<file path="src/rtl/row_dirty_tracker.sv">
module row_dirty_tracker #(
  parameter int ADDR_W = 12,
  parameter int GRAN   = 8,
  parameter int SETS   = 4,
  parameter int WAYS   = 2
) (
  input  logic                            clk,
  input  logic                            rst_n,
  input  logic                            upd_valid,
  output logic                            upd_ready,
  input  logic [ADDR_W-1:0]               upd_addr,
  input  logic                            upd_mark,
  input  logic                            upd_clear,
  input  logic [ADDR_W-1:0]               lq_addr,
  output logic                            lq_dirty,
  input  logic [ADDR_W-$clog2(GRAN)-1:0]  rq_row,
  output logic                            rq_hit,
  output logic [GRAN-1:0]                 rq_vec,
  output logic                            wb_valid,
  input  logic                            wb_ready,
  output logic [ADDR_W-1:0]               wb_addr
);
  localparam int OFF_W = $clog2(GRAN);
  localparam int ROW_W = ADDR_W - OFF_W;
  localparam int SET_W = $clog2(SETS);
  localparam int TAG_W = ROW_W - SET_W;
  localparam int WAY_W = (WAYS > 1) ? $clog2(WAYS) : 1;

  logic             valid_q [SETS][WAYS];
  logic [TAG_W-1:0] tag_q   [SETS][WAYS];
  logic [GRAN-1:0]  vec_q   [SETS][WAYS];
  logic [WAY_W-1:0] age_q   [SETS][WAYS];

  logic             dr_act;
  logic [ROW_W-1:0] dr_row;
  logic [GRAN-1:0]  dr_vec;
  logic [OFF_W-1:0] dr_off;

  wire [ROW_W-1:0] u_row = upd_addr[ADDR_W-1:OFF_W];
  wire [SET_W-1:0] u_set = u_row[SET_W-1:0];
  wire [TAG_W-1:0] u_tag = u_row[ROW_W-1:SET_W];
  wire [OFF_W-1:0] u_off = upd_addr[OFF_W-1:0];
  wire [GRAN-1:0]  u_bit = GRAN'(1) << u_off;
  wire             acc   = upd_valid && upd_ready;

  logic u_hit, u_free;
  logic [WAY_W-1:0] hit_way, free_way, lru_way, touch_way;
  logic do_touch;

  always_comb begin
    u_hit = 1'b0; u_free = 1'b0;
    hit_way = '0; free_way = '0; lru_way = '0;
    for (int w = WAYS-1; w >= 0; w--) begin
      if (valid_q[u_set][w] && tag_q[u_set][w] == u_tag) begin
        u_hit = 1'b1; hit_way = WAY_W'(w);
      end
      if (!valid_q[u_set][w]) begin
        u_free = 1'b1; free_way = WAY_W'(w);
      end
      if (age_q[u_set][w] == WAY_W'(WAYS-1)) lru_way = WAY_W'(w);
    end
    do_touch  = acc && upd_mark;
    touch_way = u_hit ? hit_way : (u_free ? free_way : lru_way);
  end

  wire [ROW_W-1:0] l_row = lq_addr[ADDR_W-1:OFF_W];
  wire [SET_W-1:0] l_set = l_row[SET_W-1:0];
  wire [SET_W-1:0] r_set = rq_row[SET_W-1:0];

  always_comb begin
    lq_dirty = 1'b0; rq_hit = 1'b0; rq_vec = '0;
    for (int w = 0; w < WAYS; w++) begin
      if (valid_q[l_set][w] && tag_q[l_set][w] == l_row[ROW_W-1:SET_W])
        lq_dirty = vec_q[l_set][w][lq_addr[OFF_W-1:0]];
      if (valid_q[r_set][w] && tag_q[r_set][w] == rq_row[ROW_W-1:SET_W]) begin
        rq_hit = 1'b1; rq_vec = vec_q[r_set][w];
      end
    end
  end

  always_comb begin
    dr_off = '0;
    for (int b = GRAN-1; b >= 0; b--)
      if (dr_vec[b]) dr_off = OFF_W'(b);
  end

  assign upd_ready = !dr_act;
  assign wb_valid  = dr_act;
  assign wb_addr   = {dr_row, dr_off};

  always_ff @(posedge clk) begin
    if (!rst_n) begin
      dr_act <= 1'b0; dr_row <= '0; dr_vec <= '0;
      for (int s = 0; s < SETS; s++)
        for (int w = 0; w < WAYS; w++) begin
          valid_q[s][w] <= 1'b0; tag_q[s][w] <= '0;
          vec_q[s][w] <= '0;     age_q[s][w] <= WAY_W'(w);
        end
    end else begin
      if (dr_act && wb_ready) begin
        dr_vec[dr_off] <= 1'b0;
        if ((dr_vec & (dr_vec - GRAN'(1))) == '0) dr_act <= 1'b0;
      end
      if (acc && upd_mark) begin
        if (u_hit) begin
          vec_q[u_set][hit_way] <= vec_q[u_set][hit_way] | u_bit;
        end else begin
          if (!u_free) begin
            dr_act <= 1'b1;
            dr_row <= {tag_q[u_set][lru_way], u_set};
            dr_vec <= vec_q[u_set][lru_way];
          end
          valid_q[u_set][touch_way] <= 1'b1;
          tag_q[u_set][touch_way]   <= u_tag;
          vec_q[u_set][touch_way]   <= u_bit;
        end
      end else if (acc && upd_clear && u_hit) begin
        vec_q[u_set][hit_way] <= vec_q[u_set][hit_way] & ~u_bit;
        if ((vec_q[u_set][hit_way] & ~u_bit) == '0) valid_q[u_set][hit_way] <= 1'b0;
      end
      if (do_touch)
        for (int w = 0; w < WAYS; w++)
          if (WAY_W'(w) == touch_way) age_q[u_set][w] <= '0;
          else if (age_q[u_set][w] < age_q[u_set][touch_way])
            age_q[u_set][w] <= age_q[u_set][w] + WAY_W'(1);
    end
  end

  a_r9_hold: assert property (@(posedge clk) disable iff (!rst_n)
    wb_valid && !wb_ready |=> wb_valid && $stable(wb_addr));

  a_r8_ascending: assert property (@(posedge clk) disable iff (!rst_n)
    wb_valid && wb_ready |=> !wb_valid || (wb_addr > $past(wb_addr)));

  for (genvar gs = 0; gs < SETS; gs++) begin : g_set
    for (genvar gw = 0; gw < WAYS; gw++) begin : g_way
      a_r4_live_nonempty: assert property (@(posedge clk) disable iff (!rst_n)
        valid_q[gs][gw] |-> vec_q[gs][gw] != '0);
      for (genvar gx = gw + 1; gx < WAYS; gx++) begin : g_pair
        a_r7_unique_row: assert property (@(posedge clk) disable iff (!rst_n)
          !(valid_q[gs][gw] && valid_q[gs][gx] && tag_q[gs][gw] == tag_q[gs][gx]));
      end
    end
  end
endmodule

</file>
<file path="config.mk">
export PLATFORM = sky130hd
export DESIGN_NAME = row_dirty_tracker
export DESIGN_NICKNAME = d
export VERILOG_FILES = /design/src/rtl/row_dirty_tracker.sv
export SDC_FILE = /design/constraint.sdc
export NUM_CORES = 1
export LEC_CHECK = 0
export BUFFER_PORTS_ARGS = -buffer_cell sky130_fd_sc_hd__buf_2
export CAP_MARGIN = 0
export CORE_ASPECT_RATIO = 0.8
export CORE_UTILIZATION = 45
export CTS_BUF_LIST = sky130_fd_sc_hd__clkbuf_4 sky130_fd_sc_hd__clkbuf_8 sky130_fd_sc_hd__clkbuf_16
export CTS_CLUSTER_DIAMETER = 120
export DETAILED_ROUTE_END_ITERATION = 16
export HOLD_SLACK_MARGIN = 0.15
export PLACE_DENSITY = 0.66
export SLEW_MARGIN = 0
export SYNTH_ARGS = -nofsm -noshare
export SYNTH_HDL_FRONTEND = slang
export SYNTH_SLANG_ARGS = --single-unit
</file>
<file path="constraint.sdc">
create_clock -name clk -period 6.1 [get_ports clk]
set_input_delay 1.525 -clock clk [delete_from_list [all_inputs] [get_ports clk]]
set_output_delay 1.525 -clock clk [all_outputs]
set_load 0.01 [all_outputs]
</file>
Word-level counts from Yosys, hierarchy flattened
Memory sizes are Yosys's and may differ from the RTL's.
Cells that the tools add are included.
{ "totals": {"mem_count": 4, "inputBits": 39, "regBits": 18, "ram_bits": 136} }
{ "mem_list": {"columns": ["memory", "words", "width", "rd", "rd_ports_with_merged_regs", "wr", "line", "rtl"], "rows": [
  ["vec_q", 4, 16, 3, 0, 4, "31", "logic [GRAN-1:0] vec_q [SETS][WAYS];"],
  ["tag_q", 4, 14, 3, 0, 4, "30", "logic [TAG_W-1:0] tag_q [SETS][WAYS];"],
  ["age_q", 4, 2, 1, 0, 4, "32", "logic [WAY_W-1:0] age_q [SETS][WAYS];"],
  ["valid_q", 4, 2, 3, 0, 4, "29", "logic valid_q [SETS][WAYS];"]
]} }
{ "classes": {"addsub": 3, "n_shift": 1, "n_reduce_logical": 22, "eq_ne": 6, "n_mux": 147, "bitwise": 47, "magnitude_cmp": 10} }
{ "op_table": {"columns": ["op", "count"], "rows": [
  ["8-bit two-way mux", 14],
  ["1-bit two-way mux", 95],
  ["16-bit two-way mux", 5],
  ["7-bit == test", 6],
  ["14-bit two-way mux", 3],
  ["1-bit bitwise OR", 36],
  ["7-bit two-way mux", 4],
  ["8-bit bitwise AND", 3],
  ["3-bit two-way mux", 8],
  ["2-bit two-way mux", 10],
  ["8-bit demux with 1-bit select", 2],
  ["8-bit zero test", 2],
  ["8-bit inverter", 2],
  ["16-bit OR reduction", 1],
  ["1-bit logical AND", 14],
  ["14-bit OR reduction", 1],
  ["3-bit by 4-bit less-than comparator with 1-bit output, second input constant", 2],
  ["8-bit bitwise OR", 1],
  ["1-bit by 3-bit << shifter with 8-bit output, first input constant", 1],
  ["8-bit by 1-bit subtractor with 8-bit output, second input constant", 1],
  ["7-bit demux with 1-bit select", 1],
  ["1-bit binary-select mux with 3-bit select", 2],
  ["2-bit >= comparator, second input constant", 3],
  ["1-bit inverter with 2-bit output", 3],
  ["10 further kinds", 16]
]} }

Logic depth before layout (Yosys ltp)
An unclocked memory read counts as a cell.
{ "depth": {"word_depth": 19, "depth_mapped": 12} }

Least setup slack after synthesis
Ideal clock, no wire load.
{ "synth_path": {"path_kind": "input to output", "from": "in lq_addr[3]", "to": "out lq_dirty", "required_ns": 4.575, "n_path_buf": 3, "arrival_ns": 3.862, "slack_ns": 0.713, "cell_stages": 7, "path_cell_list": "clkbuf_1 > buf_1 > buf_2 > mux4_2 > xnor2_1 > nand4_1 > o31ai_1"} }
{ "synth_via": {"elab_chain_cells": 5, "elab_cells_between_ends": 13, "classes_between": "eq/ne (2); mux (6); reduce/logical (2); memory (3)"} }
{ "synth_rtl": {"columns": ["item", "line", "rtl"], "rows": [
  ["start: declaration", "14", "input logic [ADDR_W-1:0] lq_addr,"],
  ["memory 4 x 16 bit / memory 4 x 14 bit (equally long branches)", null, null],
  ["1-bit binary-select mux with 3-bit select / 7-bit == test (equally long branches)", "74, 73", null],
  ["1-bit two-way mux (not written as such) / 1-bit logical AND (equally long branches)", "74, 73", null],
  ["1-bit two-way mux", "73", "if (valid_q[l_set][w] && tag_q[l_set][w] == l_row[ROW_W-1:SET_W])"],
  ["1-bit two-way mux *", "73", null],
  ["end: declaration", "15", "output logic lq_dirty,"]
]} }
Every way passes the cells marked *; elsewhere a longest branch is shown, timed or not. The select of a mux whose other input is x is not followed.

Worst setup path after layout
{ "layout_path": {"from": "in rq_row[0]", "to": "out rq_vec[1]"} }
{ "layout_via": {"elab_chain_cells": 5, "elab_cells_between_ends": 9, "classes_between": "eq/ne (2); mux (2); reduce/logical (2); memory (3)"} }
{ "layout_rtl": {"columns": ["item", "line", "rtl"], "rows": [
  ["start: declaration", "16", "input logic [ADDR_W-$clog2(GRAN)-1:0] rq_row,"],
  ["memory 4 x 14 bit", null, null],
  ["7-bit == test", "75", "if (valid_q[r_set][w] && tag_q[r_set][w] == rq_row[ROW_W-1:SET_W]) begin"],
  ["1-bit logical AND", "75", null],
  ["8-bit two-way mux", "75", null],
  ["8-bit two-way mux *", "75", null],
  ["end: declaration", "18", "output logic [GRAN-1:0] rq_vec,"]
]} }
Every way passes the cells marked *; elsewhere a longest branch is shown, timed or not.

==> impl_results.md <==
- Warnings from Yosys: 0
- Bufs on Longest Clock Path: 2
- GRT overflow: 0
- P_sw: 0.757 mW
- Design internal power: 1.98 mW
- Asr flop ratio synth: 0
- Post-Route Utilization: 0.523
- CP top delay family: buffers and inverters
- Clock Latency Late Sink: 430 ps
- GP Congestion: 0.932
- Die Y: 135 um
- Dominant synthesized flop cell: edfxtp_1
- IO buf count: 62
- Buffers and inverters on the worst path: 3
- Worst path cell trace: buf_2 > mux4_2 > xnor2_1 > nand4_1 > nor2_1 > o21ai_0 > buf_4 > o21ai_0 > buf_2
- H-tree depth: 4
- Flops & latches, synth: 154
- Quantity of gates resized following cts: 0
- Pwr Density: 242 mW/mm^2
- Fillcell total: 1,856
- Post-route cell area: 0.0113 sq mm
- CP max stage cell: mux4_2
- Clk sink count: 154
- Total track usage: 0.270
- Hold slack: 496 ps
- Largest net degree at the start of global routing: 40
- Worst path required time: 4580 ps
- Sequential share of power: 0.443
- Cell Area, Placed: 0.0107 sq mm
- Final period utilization: 0.879
- Max VDD drop: 0.181 mV
- Final Hold Fails: 0
- Worst Clk Skew: 11.6 ps
- Io pins: 63
- Top cell type's share of synthesized area: 0.399
- Slowest stage delay, CP: 560 ps
- Critical path class: in2out
- Comb power frac: 0.153
- Synthesized cell area: 0.0100 sq mm
- 1st-iter DRT viols: 1,104
- Non-filler instance count after layout: 1,208
- Synth area leader: edfxtp_1
- Vias in the first global route: 7,570
- Leakage power: 4.15 nW
- Endpoint class of the critical path: output pin
- Placed cell count: 1,176
- CTS Hold Bufs: 0
- DRT Pass-1 Iters: 6
- EDFF count, synth: 133
- DR DRC count: 0
- Syn Area/Cell: 11.9 sq um
- Die width: 169 um
- Post-Syn Nets: 883
- Starting Density: 0.461
- Tot Pwr: 2.74 mW
- Unrepaired setup endpoints after global routing: no
- WL final: 29,500 um
- Wire per inst: 24.4 um
- Post-layout min period: 5360 ps
- CP arrival: 3840 ps
- CTS tree: built
- Sw Ratio: 0.276
- Worst slew margin: 0.358
- Largest cells by area after synthesis: edfxtp_1 40%, mux4_2 23%, a21oi_1 4.2%
- Layout cells sized above 1: 0.278
- Clock-pin slew on the worst setup and hold paths: 60 ps
- CP Max Fanout: 9
- Final #Nets: 934
- TNS Setup: 0 ps
- Antenna Violating Nets Remaining: 0
- Sequential cell area: 0.00441 sq mm
- Status: finished clean
- Area of the core: 0.0217 sq mm
- Place WS: 718 ps
- CTS Buf Count: 17
- Setup WS post-layout: 739 ps
- Achievable Freq: 0.187 GHz
- HPWL Detailed: 21,900 um
- Row cnt: 48
- Fin. max-slew vios: 0
- CP Launch Type: input pin
- Gate Count Post-Synth: 844
- First-pass GRT wire length: 45,800 um
- Diodes inserted: 0
- CTS root buf: clkbuf_16
- # Max-Cap Violations: 0
- Antenna violations before repair: 0
- Vias per inst: 6.60
- Setup violations, final: 0
- Clk network pwr share: 0.404
- Setup bufs post-CTS: 0
- Worst-Margin Slew: 952 ps
- HP Class: reg2reg
- Footprint of the multi-input gates: 0.00522 sq mm
- Area delta synth->final: 13.4%
- Post-synthesis sequential area ratio: 0.441
- Die area: 0.0228 sq mm
- Via count of the routed design: 7,974
- Synth unique cells: 51
cell families (layout without fill, tap and decap cells):
group	count (synthesis)	after routing	synth area share
AOI/OAI and AO/OA	199	199	0.115
DFF	154	154	0.441
xor gates and xnor gates	42	42	0.0368
and+or+nand+nor	238	238	0.123
buffers and inverters	94	158	0.0390
muxes	116	116	0.244
adders and majority gates	1	1	0.00100
final timing paths:
kind,cells past startpoint,to,slack [ps],start
worst max-delay path,9,rq_vec[1],740,rq_row[0]
worst min-delay path,2,dr_row[3],500,dr_row[3]
worst max register to register,7,vec_q[2][11],2640,tag_q[1][7]
worst min register to register,2,dr_row[3],500,dr_row[3]
worst min-delay path, cell delays in order (launching register included):
cell and delay, ps:
dfxtp_1 310, nor2_1 90, a211oi_1 50
layout make-up:
| class | instances | share of cell area |
|---|---|---|
| inverters | 21 | 0.00695 |
| multi-input cells | 596 | 0.460 |
| clock buffers | 18 | 0.0382 |
| flip-flops and latches | 154 | 0.389 |
| clock inverters | 14 | 0.0161 |
| well taps | 300 | 0.0331 |
| repair buffers | 105 | 0.0569 |
sequential cells by signal, indices dropped and copies added, names as in the netlist:
register and flops:
tag_q 56, dr_row 9, wb_valid 1, age_q 8, dr_vec 8, valid_q 8
vec_q 64
power groups by stage:
stage | clock network (mW) | registers, mW | logic, mW
6_report | 1.11 | 1.21 | 0.419
5_1_grt | 1.16 | 1.22 | 0.444
4_1_cts | 1.12 | 1.21 | 0.412
3_5_place_dp | 0 | 1.23 | 0.409
3_3_place_gp | 0 | 1.23 | 0.407
2_1_floorplan | 0 | 1.22 | 0.290
synthesized netlist by cell type (6+ instances only):
| cell type | n |
|---|---|
| o21ai_0 | 46 |
| edfxtp_1 | 133 |
| or2_2 | 7 |
| dfxtp_1 | 21 |
| mux2i_1 | 14 |
| nand4_1 | 11 |
| and3_1 | 66 |
| nor2b_1 | 8 |
| a21oi_1 | 84 |
| a31oi_1 | 8 |
| o21ai_1 | 8 |
| inv_1 | 21 |
| clkbuf_1 | 51 |
| buf_2 | 9 |
| a211oi_1 | 17 |
| nor2_1 | 45 |
| xnor2_1 | 42 |
| buf_1 | 10 |
| o211ai_1 | 13 |
| nand2b_1 | 6 |
| mux4_2 | 102 |
| nor3_1 | 17 |
| nand2_1 | 57 |
cells in the final DEF, fill, tap and decap left out, types with 21 or more instances in the layout:
cell	Yosys	routed
a21oi_1	84	84
and3_1	66	66
buf_2	9	62
inv_1	21	21
edfxtp_1	133	133
dfxtp_1	21	21
o21ai_0	46	46
xnor2_1	42	42
mux4_2	102	102
buf_4	0	42
nor2_1	45	45
nand2_1	57	57
layer usage:
layer / GRT usage / up-vias / routed length (um)
met5: 0 / - / 0
met2: 0.376 / 605 / 12400
met4: 0.0818 / 0 / 662
met1: 0.403 / 3903 / 12400
li1: - / 3414 / -
met3: 0.0812 / 52 / 3980
No activity file was read; power rests on OpenSTA's default activity.
